`config.mk`:
```
export PLATFORM = sky130hd
export DESIGN_NAME = nand_phase_seq
export DESIGN_NICKNAME = d
export VERILOG_FILES = /design/src/rtl/nseq_pkg.sv /design/src/rtl/nseq_addr_pack.sv /design/src/rtl/nseq_strobe.sv /design/src/rtl/nseq_ctrl.sv /design/src/rtl/nand_phase_seq.sv
export SDC_FILE = /design/constraint.sdc
export NUM_CORES = 1
export LEC_CHECK = 0
export BUFFER_PORTS_ARGS = -buffer_cell sky130_fd_sc_hd__buf_2
export CAP_MARGIN = 30
export CORE_MARGIN = 1
export CORE_UTILIZATION = 56
export CTS_BUF_LIST = sky130_fd_sc_hd__clkbuf_8
export CTS_CLUSTER_SIZE = 12
export DETAILED_ROUTE_END_ITERATION = 8
export PLACE_DENSITY = 0.83
export SLEW_MARGIN = 10
export SYNTH_ARGS = -nofsm -noshare
export SYNTH_HDL_FRONTEND = slang
export SYNTH_SLANG_ARGS = --single-unit
```
`constraint.sdc`:
```
create_clock -name clk -period 3.1 [get_ports clk]
set_input_delay 0.465 -clock clk [delete_from_list [all_inputs] [get_ports clk]]
set_output_delay 0.465 -clock clk [all_outputs]
set_load 0.01 [all_outputs]
```
`src/rtl/nseq_pkg.sv`:
```
package nseq_pkg;
  typedef enum logic [3:0] {
    PH_IDLE, PH_LAUNCH, PH_CMD1, PH_ADDR, PH_DATA,
    PH_CMD2, PH_WLO, PH_WHI, PH_FIN
  } phase_t;

  localparam int COL_W      = 12;
  localparam int PAGE_W     = 24;
  localparam int ADDR_MAX   = 5;
  localparam int ABYTES_W   = 8 * ADDR_MAX;
endpackage

```
`src/rtl/nseq_addr_pack.sv`:
```
module nseq_addr_pack
  import nseq_pkg::*;
(
  input  logic              addr_pack,
  input  logic [31:0]       addr_raw,
  input  logic [7:0]        addr_ext_raw,
  input  logic [COL_W-1:0]  col_num,
  input  logic [PAGE_W-1:0] page_num,
  input  logic              large_page,
  input  logic              bus16,
  input  logic              id_read,
  input  logic              sector_mode,
  output logic [31:0]       addr_word,
  output logic [7:0]        addr_ext
);
  logic [COL_W-1:0] col_eff;

  always_comb begin
    // 16-bit devices address columns in words; ID reads stay byte-wide
    col_eff = (bus16 && !id_read) ? {1'b0, col_num[COL_W-1:1]} : col_num;
    if (sector_mode) begin
      addr_word = 32'({page_num, 2'b00});
      addr_ext  = 8'h00;
    end else if (!addr_pack) begin
      addr_word = addr_raw;
      addr_ext  = addr_ext_raw;
    end else if (large_page) begin
      addr_word = {page_num[15:8], page_num[7:0], 4'b0000, col_eff};
      addr_ext  = page_num[23:16];
    end else begin
      addr_word = {page_num[23:16], page_num[15:8], page_num[7:0], col_eff[7:0]};
      addr_ext  = 8'h00;
    end
  end
endmodule

```
`src/rtl/nseq_strobe.sv`:
```
module nseq_strobe #(
  parameter int LOW  = 2,
  parameter int HIGH = 2
) (
  input  logic clk,
  input  logic rst_n,
  input  logic go,
  output logic active,
  output logic strobe_n,
  output logic sample,
  output logic done
);
  localparam int TOT = LOW + HIGH;
  localparam int CW  = (TOT > 1) ? $clog2(TOT) : 1;

  logic [CW-1:0] cnt;

  always_ff @(posedge clk or negedge rst_n) begin
    if (!rst_n) begin
      active <= 1'b0;
      cnt    <= '0;
    end else if (!active) begin
      if (go) begin
        active <= 1'b1;
        cnt    <= '0;
      end
    end else if (cnt == CW'(TOT - 1)) begin
      active <= 1'b0;
    end else begin
      cnt <= cnt + 1'b1;
    end
  end

  assign strobe_n = !(active && (cnt < CW'(LOW)));
  assign sample   = active && (cnt == CW'(LOW - 1));
  assign done     = active && (cnt == CW'(TOT - 1));
endmodule

```
`src/rtl/nseq_ctrl.sv`:
```
module nseq_ctrl
  import nseq_pkg::*;
#(
  parameter int CNT_W        = 16,
  parameter int WAIT_W       = 16,
  parameter int SECTOR_BYTES = 512,
  parameter int SYNC_STAGES  = 2
) (
  input  logic              clk,
  input  logic              rst_n,
  input  logic              start,
  input  logic              clr_end,
  input  logic [15:0]       cmd_word,
  input  logic              en_cmd1,
  input  logic              en_addr,
  input  logic              en_cmd2,
  input  logic              en_data,
  input  logic              dir_write,
  input  logic [2:0]        addr_cnt,
  input  logic [31:0]       addr_word,
  input  logic [7:0]        addr_ext,
  input  logic              sector_mode,
  input  logic              sector_four,
  input  logic [CNT_W-1:0]  byte_count,
  input  logic [WAIT_W-1:0] wait_limit,
  input  logic [7:0]        wr_data,
  input  logic              wr_valid,
  output logic              wr_ready,
  output logic [7:0]        rd_data,
  output logic              rd_valid,
  input  logic              rd_ready,
  output logic              busy,
  output logic              end_flag,
  output logic              timeout_err,
  input  logic              st_active,
  input  logic              st_sample,
  input  logic              st_done,
  output logic              st_go,
  output logic              rd_phase,
  output logic              nand_ce_n,
  output logic              nand_cle,
  output logic              nand_ale,
  output logic [7:0]        nand_io_out,
  output logic              nand_io_oe,
  input  logic [7:0]        nand_io_in,
  input  logic              nand_rb_n
);
  localparam logic [CNT_W-1:0] ONE_SECTOR  = CNT_W'(SECTOR_BYTES);
  localparam logic [CNT_W-1:0] FOUR_SECTOR = CNT_W'(4 * SECTOR_BYTES);

  phase_t                state;
  logic [15:0]           cmd_q;
  logic                  f_cmd1, f_addr, f_cmd2, f_wr, f_data;
  logic [ABYTES_W-1:0]   abytes_q;
  logic [2:0]            nadr_q;
  logic [2:0]            aidx;
  logic [CNT_W-1:0]      remain;
  logic [WAIT_W-1:0]     wlim_q;
  logic [WAIT_W-1:0]     wcnt;
  logic [7:0]            wbyte;
  logic [SYNC_STAGES-1:0] rb_pipe;
  logic                  rb_s;

  // start-time values, derived from the inputs
  logic [CNT_W-1:0]      len_in;
  logic [2:0]            nadr_in;

  // phase successors, derived from the captured flags
  logic                  rd_mode;
  phase_t                nx_after_data, nx_after_addr, nx_after_cmd1, nx_after_wait;

  always_comb begin
    len_in  = sector_mode ? (sector_four ? FOUR_SECTOR : ONE_SECTOR) : byte_count;
    if (addr_cnt == 3'd0)      nadr_in = 3'd1;
    else if (addr_cnt > 3'd5)  nadr_in = 3'd5;
    else                       nadr_in = addr_cnt;
  end

  always_comb begin
    rd_mode       = f_data && !f_wr;
    nx_after_data = (!rd_mode && f_cmd2) ? PH_CMD2 : PH_FIN;
    if (rd_mode)      nx_after_addr = f_cmd2 ? PH_CMD2 : PH_DATA;
    else if (f_data)  nx_after_addr = PH_DATA;
    else              nx_after_addr = nx_after_data;
    nx_after_cmd1 = f_addr ? PH_ADDR : nx_after_addr;
    nx_after_wait = rd_mode ? PH_DATA : PH_FIN;
  end

  // ready/busy synchronizer
  always_ff @(posedge clk or negedge rst_n) begin
    if (!rst_n) rb_pipe <= '1;
    else        rb_pipe <= {rb_pipe[SYNC_STAGES-2:0], nand_rb_n};
  end
  assign rb_s = rb_pipe[SYNC_STAGES-1];

  always_ff @(posedge clk or negedge rst_n) begin
    if (!rst_n) begin
      state       <= PH_IDLE;
      cmd_q       <= '0;
      f_cmd1      <= 1'b0;
      f_addr      <= 1'b0;
      f_cmd2      <= 1'b0;
      f_wr        <= 1'b0;
      f_data      <= 1'b0;
      abytes_q    <= '0;
      nadr_q      <= 3'd1;
      aidx        <= '0;
      remain      <= '0;
      wlim_q      <= '0;
      wcnt        <= '0;
      wbyte       <= '0;
      rd_data     <= '0;
      rd_valid    <= 1'b0;
      end_flag    <= 1'b0;
      timeout_err <= 1'b0;
    end else begin
      if (clr_end) begin
        end_flag    <= 1'b0;
        timeout_err <= 1'b0;
      end
      if (rd_valid && rd_ready) rd_valid <= 1'b0;
      if (rd_phase && st_sample) begin
        rd_data  <= nand_io_in;
        rd_valid <= 1'b1;
      end
      if (wr_valid && wr_ready) wbyte <= wr_data;

      unique case (state)
        PH_IDLE: if (start) begin
          cmd_q    <= cmd_word;
          f_cmd1   <= en_cmd1;
          f_addr   <= en_addr;
          f_cmd2   <= en_cmd2;
          f_wr     <= dir_write;
          f_data   <= en_data && (len_in != '0);
          abytes_q <= {addr_ext, addr_word};
          nadr_q   <= nadr_in;
          aidx     <= '0;
          remain   <= len_in;
          wlim_q   <= wait_limit;
          state    <= PH_LAUNCH;
        end
        PH_LAUNCH: state <= f_cmd1 ? PH_CMD1 : nx_after_cmd1;
        PH_CMD1: if (st_done) state <= nx_after_cmd1;
        PH_ADDR: if (st_done) begin
          if (aidx == nadr_q - 3'd1) state <= nx_after_addr;
          else                       aidx  <= aidx + 3'd1;
        end
        PH_DATA: if (st_done) begin
          remain <= remain - 1'b1;
          if (remain == CNT_W'(1)) state <= nx_after_data;
        end
        PH_CMD2: if (st_done) begin
          wcnt  <= '0;
          state <= PH_WLO;
        end
        PH_WLO, PH_WHI: begin
          wcnt <= wcnt + 1'b1;
          if (wcnt == wlim_q) begin
            timeout_err <= 1'b1;
            state       <= PH_FIN;
          end else if (state == PH_WLO) begin
            if (!rb_s) state <= PH_WHI;
          end else if (rb_s) begin
            state <= nx_after_wait;
          end
        end
        PH_FIN: begin
          end_flag <= 1'b1;
          state    <= PH_IDLE;
        end
        default: state <= PH_IDLE;
      endcase
    end
  end

  always_comb begin
    busy      = (state != PH_IDLE);
    nand_ce_n = !busy;
    nand_cle  = (state == PH_CMD1) || (state == PH_CMD2);
    nand_ale  = (state == PH_ADDR);
    rd_phase  = (state == PH_DATA) && !f_wr;
    wr_ready  = (state == PH_DATA) && f_wr && !st_active;
    nand_io_oe = nand_cle || nand_ale || ((state == PH_DATA) && f_wr);
    unique case (state)
      PH_CMD1: nand_io_out = cmd_q[7:0];
      PH_CMD2: nand_io_out = cmd_q[15:8];
      PH_ADDR: nand_io_out = abytes_q[{aidx, 3'b000} +: 8];
      PH_DATA: nand_io_out = f_wr ? wbyte : 8'h00;
      default: nand_io_out = 8'h00;
    endcase
    if (nand_cle || nand_ale) st_go = !st_active;
    else if (state == PH_DATA) st_go = f_wr ? (wr_valid && wr_ready)
                                            : (!st_active && !rd_valid);
    else st_go = 1'b0;
  end
endmodule

```
`src/rtl/nand_phase_seq.sv`:
```
module nand_phase_seq
  import nseq_pkg::*;
#(
  parameter int CNT_W        = 16,
  parameter int WAIT_W       = 16,
  parameter int SECTOR_BYTES = 512,
  parameter int STROBE_LOW   = 2,
  parameter int STROBE_HIGH  = 2,
  parameter int SYNC_STAGES  = 2
) (
  input  logic              clk,
  input  logic              rst_n,
  input  logic              start,
  input  logic              clr_end,
  input  logic [15:0]       cmd_word,
  input  logic              en_cmd1,
  input  logic              en_addr,
  input  logic              en_cmd2,
  input  logic              en_data,
  input  logic              dir_write,
  input  logic [2:0]        addr_cnt,
  input  logic              addr_pack,
  input  logic [31:0]       addr_raw,
  input  logic [7:0]        addr_ext_raw,
  input  logic [11:0]       col_num,
  input  logic [23:0]       page_num,
  input  logic              large_page,
  input  logic              bus16,
  input  logic              id_read,
  input  logic              sector_mode,
  input  logic              sector_four,
  input  logic [CNT_W-1:0]  byte_count,
  input  logic [WAIT_W-1:0] wait_limit,
  input  logic [7:0]        wr_data,
  input  logic              wr_valid,
  output logic              wr_ready,
  output logic [7:0]        rd_data,
  output logic              rd_valid,
  input  logic              rd_ready,
  output logic              busy,
  output logic              end_flag,
  output logic              timeout_err,
  output logic              nand_ce_n,
  output logic              nand_cle,
  output logic              nand_ale,
  output logic              nand_we_n,
  output logic              nand_re_n,
  output logic [7:0]        nand_io_out,
  output logic              nand_io_oe,
  input  logic [7:0]        nand_io_in,
  input  logic              nand_rb_n
);
  logic [31:0] pk_word;
  logic [7:0]  pk_ext;
  logic        st_go, st_active, st_strobe_n, st_sample, st_done, rd_phase;

  nseq_addr_pack u_pack (
    .addr_pack    (addr_pack),
    .addr_raw     (addr_raw),
    .addr_ext_raw (addr_ext_raw),
    .col_num      (col_num),
    .page_num     (page_num),
    .large_page   (large_page),
    .bus16        (bus16),
    .id_read      (id_read),
    .sector_mode  (sector_mode),
    .addr_word    (pk_word),
    .addr_ext     (pk_ext)
  );

  nseq_strobe #(.LOW(STROBE_LOW), .HIGH(STROBE_HIGH)) u_strobe (
    .clk      (clk),
    .rst_n    (rst_n),
    .go       (st_go),
    .active   (st_active),
    .strobe_n (st_strobe_n),
    .sample   (st_sample),
    .done     (st_done)
  );

  nseq_ctrl #(
    .CNT_W(CNT_W), .WAIT_W(WAIT_W),
    .SECTOR_BYTES(SECTOR_BYTES), .SYNC_STAGES(SYNC_STAGES)
  ) u_ctrl (
    .clk         (clk),
    .rst_n       (rst_n),
    .start       (start),
    .clr_end     (clr_end),
    .cmd_word    (cmd_word),
    .en_cmd1     (en_cmd1),
    .en_addr     (en_addr),
    .en_cmd2     (en_cmd2),
    .en_data     (en_data),
    .dir_write   (dir_write),
    .addr_cnt    (addr_cnt),
    .addr_word   (pk_word),
    .addr_ext    (pk_ext),
    .sector_mode (sector_mode),
    .sector_four (sector_four),
    .byte_count  (byte_count),
    .wait_limit  (wait_limit),
    .wr_data     (wr_data),
    .wr_valid    (wr_valid),
    .wr_ready    (wr_ready),
    .rd_data     (rd_data),
    .rd_valid    (rd_valid),
    .rd_ready    (rd_ready),
    .busy        (busy),
    .end_flag    (end_flag),
    .timeout_err (timeout_err),
    .st_active   (st_active),
    .st_sample   (st_sample),
    .st_done     (st_done),
    .st_go       (st_go),
    .rd_phase    (rd_phase),
    .nand_ce_n   (nand_ce_n),
    .nand_cle    (nand_cle),
    .nand_ale    (nand_ale),
    .nand_io_out (nand_io_out),
    .nand_io_oe  (nand_io_oe),
    .nand_io_in  (nand_io_in),
    .nand_rb_n   (nand_rb_n)
  );

  assign nand_we_n = st_strobe_n | rd_phase;
  assign nand_re_n = st_strobe_n | !rd_phase;
endmodule

```
* After elaboration in Yosys (flattened, before gate mapping)
Cells that the tools add are included.
** Word-level totals
- Register bits :: 143
- Input port bits :: 161
- Output and inout port bits :: 27
- Logic and storage cells :: 154
** Operators by class
- $add $sub $neg :: 5
- Magnitude comparators :: 2
- Eq/ne operators :: 24
- Shift-type cells :: 1
- Multiplexer cells :: 57
- Bitwise gates (word level) :: 2
- Reduce and logical (&&, ||, !) cells :: 42
** Operators with widths (count)
- $mux W32 :: 3
- $mux W4 :: 17
- $mux W16 :: 4
- $pmux W16 S2 :: 2
- $shiftx A40 B7 Y8 :: 1
- $mux W8 :: 4
- $pmux W8 S4 :: 1
- $pmux W4 S7 :: 1
- $mux W12 :: 2
- $add A16 B1 Y16 const B :: 1
- $eq A16 B1 Y1 const B :: 1
- $eq A16 B16 Y1 :: 1
- $eq A4 B3 Y1 const B :: 4
- $reduce_bool A16 Y1 :: 1
- $sub A16 B1 Y16 const B :: 1
- $mux W3 :: 5
- $logic_and A1 B1 Y1 :: 14
- $mux W1 :: 14
- $ne A2 B2 Y1 const B :: 6
- $reduce_bool A2 Y1 :: 6
- $reduce_and A9 Y1 :: 1
- $eq A4 B2 Y1 const B :: 2
- $logic_not A1 Y1 :: 8
- $mux W2 :: 3
- other kinds (23) :: 30

* Logic depth before layout (Yosys ltp)
- Depth after elaboration :: 10
- Depth in mapped cells :: 9

* Hierarchy
A second synthesis with hierarchy kept.
** Second synthesis, totals
- Cell total of the unflattened synthesis :: 932
- Area total of the unflattened synthesis :: 8182.8 µm²
** By module, submodules not included
- nseq_ctrl :: instances 1, cells each 758, area each 6950.4 µm²
- nseq_addr_pack :: instances 1, cells each 156, area each 1051.0 µm²
- nseq_strobe :: instances 1, cells each 16, area each 168.9 µm²
- nand_phase_seq :: instances 1, cells each 2, area each 12.5 µm²

* Worst setup path after synthesis
Ideal clock, no wire load.
- Path kind :: reg2reg
- Start point :: reg u_ctrl.nadr_q[0]
- End point :: reg u_ctrl.state[0]
- Setup time :: 125 ps
- Arrival :: 2077 ps
- Required time :: 2975 ps
- Path slack :: 898 ps
- Stages on the path, launching flop included :: 8
- Path buffers :: 0
- Clock period less this slack :: 2202 ps
- Path through :: dfstp_2 inv_1 ha_1 xnor2_1 nor3_1 o211ai_1 a31o_2 mux2_4
** On the way
- Longest elaborated chain between the ends :: 4
** Ends and longest elaborated chain
- from (decl) :: line nseq_ctrl.sv:55 : logic [2:0] nadr_q;
- from (signal assigned) :: line nseq_ctrl.sv:137 : nadr_q <= nadr_in;
- $sub A3 B1 Y3 :: line nseq_ctrl.sv:146 : if (aidx == nadr_q - 3'd1) state <= nx_after_addr;
- $eq A3 B3 Y1 :: line nseq_ctrl.sv:146
- $ne A2 B1 Y1 (no line)
- $reduce_and A9 Y1 (no line)
- to (signal assigned) :: line nseq_ctrl.sv:144 : PH_CMD1: if (st_done) state <= nx_after_cmd1;
- to (signal assigned) :: line nseq_ctrl.sv:146
- to (signal assigned) :: line nseq_ctrl.sv:151 : if (remain == CNT_W'(1)) state <= nx_after_data;
- to (decl) :: line nseq_ctrl.sv:51 : phase_t state;
No other way between the ends.
A chain may end at the register's enable or synchronous reset.

* Worst setup path in the final report
- Start point :: reg u_ctrl.state[2]
- End point :: out nand_io_out[1]
** On the way
- Longest elaborated chain between the ends :: 2
** Ends and longest elaborated chain
- from (signal assigned) :: line nseq_ctrl.sv:143 : PH_LAUNCH: state <= f_cmd1 ? PH_CMD1 : nx_after_cmd1;
- from (signal assigned) :: line nseq_ctrl.sv:144
- from (signal assigned) :: line nseq_ctrl.sv:146
- $eq A4 B3 Y1 or $eq A4 B2 Y1 (tied branches) :: line nseq_ctrl.sv:185 : unique case (state)
- $pmux W8 S4 * :: line nseq_ctrl.sv:185
- to (decl) :: line nand_phase_seq.sv:48 : output logic [7:0] nand_io_out,
Mark *: on every way between the ends. The rest lies on a longest branch, timed or not.

==> run summary <==
Dividing total power by cell area gives a power density of 843 nW/um^2. The switching component of the power was 3010 uW; the share of flip-flops with an asynchronous set or reset after synthesis was 100%. The leakage dissipation came out at 0.00470 uW. The share of total power dissipated in the clock network is 22.9%.

The die is 121 um tall. The placed cell area came out at 8990 um^2. The design draws 8000 uW. The number of buffers on the longest clock path was 2. Summed over all layers, the routed wires come to 21500 um. The clock period minus worst slack works out to 2.91 ns. The tree is rooted in a sky130_fd_sc_hd__clkbuf_8. The logs give 0.64 ns for the internal reg-to-reg setup slack and 143 for the number of clock sinks seen by CTS. The most common cell after layout, fill and taps aside is sky130_fd_sc_hd__nand2_1. In the final routed layout, each cell accounts on average for 17.3 um. The final setup violation count was 0. The worst relative slew slack is 50.6%, and the number of top-level pins is 188. A synthesized cell averages 8.93 um^2. The critical path is of the reg -> out type. Static timing analysis puts the maximum clock frequency at 0.344 GHz. The die is 121 um wide. The sequential area share after synthesis came out at 45.1%.

Combinational logic burns 35.5% of the power. The number of slew-limit violations in the final report was 0. In this run the critical register-to-register path is launched from u_ctrl.state[2]$_DFFE_PN0P_. The first global-routing pass estimated 35200 um of wire. Setup repair after global routing left no endpoint under its margin.

The logs give 14700 um^2 for the overall die area and 0 for the final antenna diode count. Counting distinct cell types in the post-synthesis netlist gives 62. Yosys printed 0 warnings.

The initial utilization of the core area, before any placement, comes to 57.2%. Summed over all layers, the global routing overflow is 0. Mapped cell area: 7950 um^2. The worst hold path belongs to the class in -> async.

Entering global routing, the biggest net connects 72 pins. Along the worst path, the maximum fanout reaches 15. The run gives 0 as the number of antenna violations at the first check in global routing.

The run gives 13900 um^2 as the core area. At the later pin of the worst-skew pair, clock insertion delay measures 0.45 ns. The area growth from synthesis to layout is 19.4%.

The cell count after synthesis came out at 890. The via count of the first global-routing pass came out at 6992. Signal arrival time at the worst endpoint: 2.44 ns. For the pin with the worst max-slew slack, the measured transition is 0.735 ns. The tools report the worst endpoint required time as 2.63 ns. The fraction of layout cells with a size suffix above 1 is 25.7%, and the detailed-placement wirelength estimate is 15800 um. The remaining antenna violation count after routing came out at 0.

The destination of the worst register-to-register timing path is u_ctrl.rd_data[5]$_DFFE_PN0P_. For the total iterations of the first detailed-routing run, the log shows 5. When the netlist entered floorplanning its net count stood at 1058. Setup total negative slack on the finished layout was measured at 0 ns.

In this run, synthesis inferred 0 flip-flops with an integrated enable. Cell internal power was estimated by the tool at 4990 uW. The routed layout has 7400 vias. The clock input transition at the sequential cells of the worst setup and hold paths came out at 0.08 ns.

The final hold violation count came out at 0. Buffers inserted during clock tree synthesis total 17. STA classifies the critical path endpoint as a primary output.

The clock tree synthesis step divided the H-tree into 4 levels. In the routed design, unresolved DRC markers number 0. In this run, synthesis produced a sequential element count of 143.

The congestion estimate from routability-driven global placement came to 0.921. In the synthesized netlist the dominant register cell turns out to be sky130_fd_sc_hd__dfrtp_1. The post-route fraction of the period consumed by the critical path came out at 93.7%. The vias per cell is 5.95, and the number of nets at the end of the flow is 1218. The peak supply drop was 0.405 mV; the sequential fraction of design power was 41.7%. The logs give 9490 um^2 for the post-route cell area and 0 for the number of maximum-capacitance constraint violations.

The worst setup path is launched from a flip-flop. The library cells used most frequently in the layout, excluding fill and tap cells, are sky130_fd_sc_hd__nand2_1, sky130_fd_sc_hd__buf_2, sky130_fd_sc_hd__dfrtp_1. Buffers placed on the I/O ports in this run total 187. Across every metal layer, demand over resource in global routing totals 31.2%. The number of rows created at floorplan was 43. The number of violations reported at the end of detailed-routing iteration 0 was 606; the logic depth of the worst register-to-register path was 5. In this run switching power makes up 37.7% of total power. The flow ran to the end, and the final reports show no timing, DRC or antenna violations.

TritonCTS built the clock tree. Across the routed clock network, the largest skew measured is 0.00928 ns.
-- logic make-up after synthesis --
| family | synth area share (%) |
|---|---|
| adders and majority gates | 1.10 |
| and+or+nand+nor | 18.8 |
| DFF | 45.1 |
| muxes | 8.39 |
| buffers and inverters | 3.98 |
| xor gates and xnor gates | 3.86 |
| AOI/OAI and AO/OA | 18.8 |
-- how the worst max path moves through the flow --
stage                                 startpoint                     endpoint  slack [ns]
floorplan           u_ctrl.nadr_q[0]$_DFFE_PN1P_  u_ctrl.state[0]$_DFFE_PN0P_        0.90
global placement      u_ctrl.aidx[0]$_DFFE_PN0P_               nand_io_out[7]        0.73
detailed placement    u_ctrl.aidx[0]$_DFFE_PN0P_               nand_io_out[1]        0.69
CTS                   u_ctrl.aidx[0]$_DFFE_PN0P_               nand_io_out[1]        0.20
global route         u_ctrl.state[2]$_DFFE_PN0P_               nand_io_out[1]        0.03
finish               u_ctrl.state[2]$_DFFE_PN0P_               nand_io_out[1]        0.19
-- critical path: stages (launching register included) --
cell	delay, ns
sky130_fd_sc_hd__dfrtp_1	0.67
sky130_fd_sc_hd__nor2b_1	0.37
sky130_fd_sc_hd__and2_1	0.47
sky130_fd_sc_hd__a222oi_1	0.17
sky130_fd_sc_hd__o21ai_0	0.14
sky130_fd_sc_hd__buf_2	0.18
-- layer usage --
layer	GRT usage (%)	up-vias	routed length, um
met2	50.0	369	10500
met3	6.81	46	1630
li1	-	3488	-
met1	41.0	3497	8860
met4	12.7	0	508
met5	0	-	0
-- cell usage after synthesis (17+ instances only) --
| cell type | number | area (um^2) |
|---|---|---|
| sky130_fd_sc_hd__dfrtp_1 | 140 | 3500 |
| sky130_fd_sc_hd__a21oi_1 | 47 | 235 |
| sky130_fd_sc_hd__mux2_2 | 17 | 191 |
| sky130_fd_sc_hd__nor2_1 | 58 | 218 |
| sky130_fd_sc_hd__clkbuf_1 | 41 | 154 |
| sky130_fd_sc_hd__mux2i_1 | 28 | 280 |
| sky130_fd_sc_hd__a22oi_1 | 19 | 143 |
| sky130_fd_sc_hd__xor2_1 | 28 | 245 |
| sky130_fd_sc_hd__nand2_1 | 192 | 721 |
| sky130_fd_sc_hd__a211oi_1 | 26 | 195 |
| sky130_fd_sc_hd__inv_1 | 18 | 67.6 |
| sky130_fd_sc_hd__o21ai_0 | 92 | 460 |
-- cell type report --
type	count	area, um^2
Clock buffer	21	289
Clock inverter	11	209
Fill cell	1147	4390
Inverter	20	75.1
Multi-Input combinational cell	668	4060
Sequential cell	143	3580
Tap cell	180	225
Timing Repair Buffer	200	1050
-- power by group through the flow --
stage / Clock [uW] / Combinational [uW] / Sequential (uW)
after global routing: 1930 / 3210 / 3430
after CTS: 1840 / 2840 / 3310
after global placement: 0 / 2720 / 3330
final: 1830 / 2840 / 3330
after floorplan: 0 / 2150 / 3040
after detailed placement: 0 / 2830 / 3330
-- metrics by stage --
step | util (%) | hold slack, ns | worst slack [ns] | instances
floorplan | - | 0.169 | 0.898 | 890
global placement | 64.8 | 0.346 | 0.732 | 1211
detailed placement | 64.8 | 0.357 | 0.691 | 1211
CTS | 68.4 | 0.0328 | 0.200 | 1243
global route | 68.4 | 0.0476 | 0.0263 | 1243
finish | 68.4 | 0.0153 | 0.195 | 1243
-- state kept, by name (all words and copies together), names as in the netlist, 2 cells and up --
| register | flops |
|---|---|
| u_ctrl.abytes_q | 40 |
| u_ctrl.aidx | 3 |
| u_ctrl.cmd_q | 16 |
| u_ctrl.nadr_q | 3 |
| u_ctrl.rb_pipe | 2 |
| u_ctrl.rd_data | 8 |
| u_ctrl.remain | 16 |
| u_ctrl.state | 4 |
| u_ctrl.wbyte | 8 |
| u_ctrl.wcnt | 16 |
| u_ctrl.wlim_q | 16 |
| u_strobe.cnt | 2 |
-- timing repair --
item                                    CTS  global route
buffers inserted                          0             0
gates resized for setup                   0             1
hold buffers                              0             0
endpoints found under the setup margin    0             1
No activity file was read; power rests on OpenSTA's default activity.
